--- config.mk ---
export PLATFORM = sky130hd
export DESIGN_NAME = rep_add_mul
export DESIGN_NICKNAME = d
export VERILOG_FILES = /design/src/rtl/rep_add_pkg.sv /design/src/rtl/rep_add_counter.sv /design/src/rtl/rep_add_eq.sv /design/src/rtl/rep_add_accum.sv /design/src/rtl/rep_add_mul.sv
export SDC_FILE = /design/constraint.sdc
export NUM_CORES = 1
export LEC_CHECK = 0
export BUFFER_PORTS_ARGS = -buffer_cell sky130_fd_sc_hd__buf_2
export CAP_MARGIN = 40
export CELL_PAD_IN_SITES_DETAIL_PLACEMENT = 1
export CELL_PAD_IN_SITES_GLOBAL_PLACEMENT = 1
export CORE_MARGIN = 3
export CORE_UTILIZATION = 30
export DETAILED_ROUTE_END_ITERATION = 12
export GPL_ROUTABILITY_DRIVEN = 1
export GPL_TIMING_DRIVEN = 1
export PLACE_DENSITY = 0.61
export SLEW_MARGIN = 20
export SYNTH_ARGS = -nofsm -noshare
export SYNTH_HDL_FRONTEND = slang
export SYNTH_SLANG_ARGS = --single-unit
export TNS_END_PERCENT = 1
--- constraint.sdc ---
create_clock -name clk -period 1.93 [get_ports clk]
set_input_delay 0.386 -clock clk [delete_from_list [all_inputs] [get_ports clk]]
set_output_delay 0.386 -clock clk [all_outputs]
set_load 0.02 [all_outputs]
--- src/rtl/rep_add_pkg.sv ---
package rep_add_pkg;
  typedef enum logic {
    ST_IDLE = 1'b0,
    ST_RUN  = 1'b1
  } run_state_e;
endpackage

--- src/rtl/rep_add_counter.sv ---
module rep_add_counter #(
  parameter int W = 4
) (
  input  logic         clk,
  input  logic         rst,
  input  logic         clr,
  input  logic         ce,
  output logic [W-1:0] q
);
  always_ff @(posedge clk) begin
    if (rst || clr) q <= '0;
    else if (ce)    q <= q + W'(1);
  end


  cnt_no_wrap_chk: assert property (@(posedge clk) disable iff (rst)
    (ce && !clr) |-> (q != {W{1'b1}}));
endmodule

--- src/rtl/rep_add_eq.sv ---
module rep_add_eq #(
  parameter int W = 4
) (
  input  logic [W-1:0] x,
  input  logic [W-1:0] y,
  output logic         match
);
  always_comb match = (x == y);
endmodule

--- src/rtl/rep_add_accum.sv ---
module rep_add_accum #(
  parameter int W  = 4,
  parameter int PW = 2 * W
) (
  input  logic          clk,
  input  logic          rst,
  input  logic          clr,
  input  logic          ce,
  input  logic [W-1:0]  addend,
  output logic [PW-1:0] acc
);
  localparam int SW = PW + 1;

  logic [SW-1:0] sum;

  always_comb sum = {1'b0, acc} + {{(SW-W){1'b0}}, addend};

  always_ff @(posedge clk) begin
    if (rst || clr) acc <= '0;
    else if (ce)    acc <= sum[PW-1:0];
  end


  no_overflow_chk: assert property (@(posedge clk) disable iff (rst)
    (ce && !clr) |-> !sum[PW]);
endmodule

--- src/rtl/rep_add_mul.sv ---
module rep_add_mul
  import rep_add_pkg::*;
#(
  parameter int W  = 4,
  parameter int PW = 2 * W
) (
  input  logic          clk,
  input  logic          rst,
  input  logic          start,
  input  logic [W-1:0]  a_in,
  input  logic [W-1:0]  b_in,
  output logic [PW-1:0] product,
  output logic          done
);
  run_state_e   state;
  logic [W-1:0] a_q, b_q;
  logic [W-1:0] cnt;
  logic [PW-1:0] acc;
  logic         at_limit;
  logic         step_en;

  always_ff @(posedge clk) begin
    if (rst) begin
      state <= ST_IDLE;
      a_q   <= '0;
      b_q   <= '0;
    end else if (start) begin
      state <= ST_RUN;
      a_q   <= a_in;
      b_q   <= b_in;
    end
  end

  rep_add_eq #(.W(W)) u_eq (
    .x     (cnt),
    .y     (a_q),
    .match (at_limit)
  );

  always_comb step_en = (state == ST_RUN) && !at_limit && !start;

  rep_add_counter #(.W(W)) u_cnt (
    .clk (clk),
    .rst (rst),
    .clr (start),
    .ce  (step_en),
    .q   (cnt)
  );

  rep_add_accum #(.W(W), .PW(PW)) u_acc (
    .clk    (clk),
    .rst    (rst),
    .clr    (start),
    .ce     (step_en),
    .addend (b_q),
    .acc    (acc)
  );

  assign product = acc;
  assign done    = (state == ST_RUN) && at_limit;


  start_clear_chk: assert property (@(posedge clk) disable iff (rst)
    start |=> (cnt == '0 && acc == '0 && a_q == $past(a_in) && b_q == $past(b_in)));


  acc_tracks_cnt_chk: assert property (@(posedge clk) disable iff (rst)
    (state == ST_RUN) |-> (acc == PW'(PW'(cnt) * PW'(b_q))));


  cnt_bound_chk: assert property (@(posedge clk) disable iff (rst)
    (state == ST_RUN) |-> (cnt <= a_q));


  result_hold_chk: assert property (@(posedge clk) disable iff (rst)
    (done && !start) |=> (done && $stable(product)));
endmodule

==> results of run 1 <==
## report_power, final
group	leakage [nW]	switching, mW	internal [mW]
Clock	0.0150	0.132	0.0804
Combinational	0.341	0.0518	0.0414
Sequential	0.171	0.0102	0.446
Total	0.528	0.194	0.568
## worst register-to-register path: stages, from the launching register on
cell and delay [ns]:
dfxtp_1 0.36, xor2_2 0.21, o41ai_4 0.71, buf_4 0.26, a211o_1 0.09, a21oi_1 0.06
## per-stage QoR
step	TNS [ns]	setup slack, ns	util (%)	power, mW	cells
4_1_cts	0	0.08616	38.71	0.7741	179
3_5_place_dp	0	0.1166	37.89	0.5600	175
3_3_place_gp	0	0.1916	37.89	0.5579	175
2_1_floorplan	0	0.1000	-	0.5298	113
6_report	0	0.1292	39.10	0.7620	179
5_1_grt	-0.01228	-0.01001	39.10	0.8117	179
## area by class of cell
type	instances	area [um2]
Clock buffer	4	26.28
Fill cell	410	1951
Inverter	6	22.52
Multi-Input combinational cell	82	610.6
Sequential cell	21	420.4
Tap cell	44	55.05
Timing Repair Buffer	22	117.6
## layout by cell type (no fill, tap or decap), types with 3 or more instances in the layout
master | synthesis | layout
nor2_1 | 13 | 13
dfxtp_1 | 21 | 21
nand2_1 | 11 | 11
buf_2 | 0 | 19
a21oi_1 | 10 | 10
xor2_2 | 3 | 4
inv_1 | 6 | 6
ha_1 | 5 | 5
mux2i_1 | 10 | 10
clkbuf_4 | 0 | 3
buf_4 | 1 | 3
or3_1 | 3 | 3
## layer usage
metal  share of wire [%]  GRT usage (%)
met1                  48          15.83
met2                  48          20.99
met3                 3.1          2.051
met4                0.63          3.886
met5                   0              0
## cells by family (layout without fill, tap and decap cells)
kind of cell    count (synthesis)  count (layout)
compound gates                 24              24
mux                            10              10
fa+ha+maj                       6               6
buf+inv                        10              32
flops                          21              21
simple gates                   36              36
xor+xnor                        6               6
## worst paths after layout
path / start / to / slack, ns
worst max-delay path: u_cnt.q[3] / done / 0.13
worst min-delay path: a_in[1] / a_q[1] / 0.32
worst max register to register: u_cnt.q[3] / u_acc.acc[3] / 0.14
worst min register to register: u_acc.acc[2] / u_acc.acc[2] / 0.49
## state kept, by name, summed over array words and instances (netlist names)
| signal | flops |
|---|---|
| a_q | 4 |
| u_cnt.q | 4 |
| u_acc.acc | 8 |
| state | 1 |
| b_q | 4 |
==> run metrics, run 1 <==
adder-cell area share of the yosys netlist 7.792%; Worst setup SP type flip-flop; PortBufs 19; yosys warns 0; Critical Path, Cell by Cell xor2_2 > nor4_1 > and2_1 > buf_2; die width between 60 and 70 um; CP Max Fanout 3; cts hold-fix bufs 0; post-route minimum period 1.801 ns; Worst slew margin about 52%; max cap viols 0; Largest stage delay, worst path 0.36 ns; first-pass GRT wire length approximately 4000 um; Initial Util 33.09%; fin area around 1300 um2; Detailed Place HPWL 1735 um; Syn Std Cell Area 1060 um2; CP Buf/Inv Count 1; htree depth 1; clock root buffer clkbuf_4; Synthesized Nets 130; Clock transition at path regs about 0.12 ns; critical path's slowest cell dfxtp_1; Site Rows 20; drt initial violations 12; instance count on the critical path 4; vias per cell 4.698; Worst EP required 1.54 ns; register area share after synthesis about two fifths; Hold Path Class in2reg; max-slew violation count 0; Worst Setup Path Type reg2out; Vias 841; fin nets 153; Die Ht 65.44 um; post-synth cell types 31; Worst Reg2Reg Path Length in Cells 5; Lkg Pwr 0.5275 nW; Area Growth Syn to Fin 18.18%; Synth top cells by count dfxtp_1, nor2_1, nand2_1; num ports 20; # setup viols final 0; synthesized area per cell 9.378 um2; status complete, no violations; RSZ-0062 raised after global routing true; GR Overflow Total 0; WHS about 0.32 ns; post-route ant nets 0; FMAX 0.5553 GHz; critical path arrival 1.41 ns; PwrDens 608.4 nW/um2; Top delay family on crit path simple AND/OR/NAND/NOR gates; Die ar. between 4000 and 5000 um2; largest net degree at the start of global routing 13; ant diodes 0; Max Clock Skew 0.002133 ns; gp weighted congestion 0.7778; Synth Area in Compound Gates 16.41%; antenna violations before repair 0; Core Area 3203 um2; gr usage total 12.34%; placed cell area 1214 um2; Mapped Cells 113; CTS Buf Count 3; Synth area leader dfxtp_1; Primary FF master, synth dfxtp_1; post-cts repair resize count 0; final hold vios 0; Worst Setup End Kind output port; clock latency on the worst-skew pair 0.30 ns; number of synthesized register bits 21; Post-Synth Simple-Gate Area ~16%; layout cells sized above 1 23.70%; Synth Area in XOR/XNOR 7.084%; Post-Route WL 2232 um; CTS Buffer Depth 2; post-CTS setup buffer count 0; share of the synthesized area in the top cell type between 30% and 40%; Max rail drop VDD roughly 0.00023 V; largest family of logic cells by synthesized area compound AO/OA/AOI/OAI gates; most numerous cell in the Yosys netlist dfxtp_1; vias in the first global route 868; asr flop ratio synth 0%; mux cell area share after synthesis 9.445%; top cells by area, synth dfxtp_1, mux2i_1, ha_1; CTS sink count 21; hold path depth 3; DRC Markers 0; EDFF count, synth 0; WL/cell 12.47 um; final period utilization 93.31%; CTS tree built; DR pass1 iterations 4; worst-margin pin slew just over 0.7 ns
(Power assumes the default switching activity.)
==> run 2, diff against run 1 <==
CORE_MARGIN = not set   (was 3)
TNS_END_PERCENT = 50   (was 1)
==> run 2 against run 1 <==
Design area increased by 0.60%. Global-route usage up 1.6 points. Clock power about the same. Count of clock-buffer cells in the layout is 1 lower. Final cell count is 0.56% higher. Flip-flop and latch count unchanged. Sequential power barely moved. Critical path type unchanged. Critical endpoint unchanged. Largest cell class unchanged. Highest routed layer unchanged.
==> run metrics, run 2 (synthesis results as in run 1) <==
final period utilization 94.52% (+1.2 points); # setup viols final 0 (unchanged); clock network fraction of design power 28.0% (about the same); Max Clock Skew 0.005417 ns (+0.003284 ns); final hold vios 0 (unchanged); GR Overflow Total 0 (unchanged); crit path from a_q[0]; first-pass GRT wire length 3774 um (-7.9%); Worst Setup End Kind output port; status complete, no violations; fin area 1260 um2 (+0.60%); switching share of power 26.14% (+0.68 points); Worst EP required 1.54 ns (about the same); most flop-heavy register u_acc.acc; Initial Util 31.51% (-1.6 points); post-CTS setup buffer count 0 (unchanged); htree depth 1 (unchanged); clock latency on the worst-skew pair 0.31 ns (about the same); Site Rows 21 (+5.0%); post-route minimum period 1.824 ns (+0.02343 ns); largest net degree at the start of global routing 16 (+3); post-route ant nets 0 (unchanged); max reg flops 8 (unchanged); DRC Markers 0 (unchanged); drt initial violations 6 (-6); most common cell after layout, fill and taps aside dfxtp_1; Vias 865 (+2.9%); critical path arrival 1.44 ns (+0.03 ns); Die ar. 3774 um2 (-12%); Area Growth Syn to Fin 18.89%; FMAX 0.5482 GHz (-1.3%); DR pass1 iterations 3 (-1); Detailed Place HPWL 1730 um (-0.33%); gr usage total 13.91% (+1.6 points); Non-Filler Instances 180 (+0.56%); Flop pwr share 59.6% (-0.3 points); ant diodes 0 (unchanged); clock root buffer clkbuf_4; Worst R2R Start u_acc.acc[0]; vias per cell 4.806 (+2.3%); P_sw 0.2005 mW (+3.3%); CTS Buf Count 3 (unchanged); Lkg Pwr 0.5272 nW (about the same); Worst Setup Path Type reg2out; PwrDens 608.8 nW/um2 (about the same); PortBufs 19 (unchanged); Die Ht 61.44 um (-6.1%); fin nets 152 (-0.65%); layout cells sized above 1 26.12% (+2.4 points); CP Max Fanout 3 (unchanged); die width 61.44 um (-6.1%); Core Area 3363 um2 (+5.0%); Fillers 423 (+3.2%); Max rail drop VDD 0.0002455 V (+7.9%); min-delay src b_in[3]; Post-Route WL 2240 um (+0.36%); Clock transition at path regs 0.12 ns (about the same); num ports 20 (unchanged); WL/cell 12.44 um (-0.20%); Worst slew margin 76.70% (+24 points); CTS tree built; max cap viols 0 (unchanged); placed cell count 176 (+0.57%); CTS sink count 21 (unchanged); gp weighted congestion 0.7492 (-3.7%); Pwr Total 0.7671 mW (+0.66%); Hold Path Class in2reg; CTS Buffer Depth 2 (unchanged); Int Power 0.5666 mW (-0.25%); placed cell area 1209 um2 (-0.41%); worst-margin pin slew 0.3495 ns (-0.3638 ns); antenna violations before repair 0 (unchanged); max-slew violation count 0 (unchanged); Logic pwr share 12.4% (+0.2 points); Worst setup SP type flip-flop; vias in the first global route 891 (+2.6%); cts hold-fix bufs 0 (unchanged); total negative slack 0 ns (unchanged); most frequent cells in the layout dfxtp_1, buf_2, nor2_1
run 2: cell types whose count changed in the layout (fill, tap and decap cells not counted), sizes merged:
cell and delta:
buf -1, clkbuf -1, clkinv +1
run 2: per-layer routing:
layer	vias to the layer above	wire (um)	GRT usage [%]
met2	16	1191	26.24
met3	5	54	1.891
met1	414	954	15.24
met5	-	0	0
met4	0	40	6.667
li1	430	-	-
run 2: through the flow:
stage,setup slack [ns],utilization (%),hold slack (ns)
5_1_grt,-0.01000,37.46,0.3078
2_1_floorplan,0.1000,-,0.4416
3_5_place_dp,0.1034,35.94,0.4704
6_report,0.1058,37.46,0.3040
4_1_cts,0.04053,36.79,0.2989
3_3_place_gp,0.1887,35.94,0.4555
run 2: power groups by stage:
stage / clock network (mW) / registers, mW / logic, mW
after floorplan: 0 / 0.465 / 0.0646
after global placement: 0 / 0.466 / 0.0900
after detailed placement: 0 / 0.467 / 0.0926
after CTS: 0.227 / 0.457 / 0.0934
after global routing: 0.254 / 0.459 / 0.108
final: 0.215 / 0.457 / 0.0952
run 2: timing repair:
action	in CTS	in global routing
gates cloned	0	0
gates resized for setup	1	5
setup endpoints to repair	1	2
pin swaps	0	1
run 2: critical path, stage by stage, from the launching register on:
cell and delay, ns:
dfxtp_1 0.36, xor2_2 0.21, nor4_2 0.27, and2_1 0.16, buf_4 0.14
run 2: path summary, 6_finish.rpt:
check                 end  slack (ns)  cells past startpoint
max                  done        0.11                      4
min                b_q[3]        0.30                      3
max reg2reg  u_acc.acc[6]        0.17                      7
min reg2reg  u_acc.acc[7]        0.49                      2
run 2: cell type report:
type                    count  area [um2]  area share, %
clock buffers               3       22.52          1.787
clock inverters             1       5.005         0.3972
inverters                   6       22.52          1.787
multi-input cells          82       616.8          48.96
flip-flops and latches     21       422.9          33.57
well taps                  46       57.56          4.568
repair buffers             21       112.6          8.937
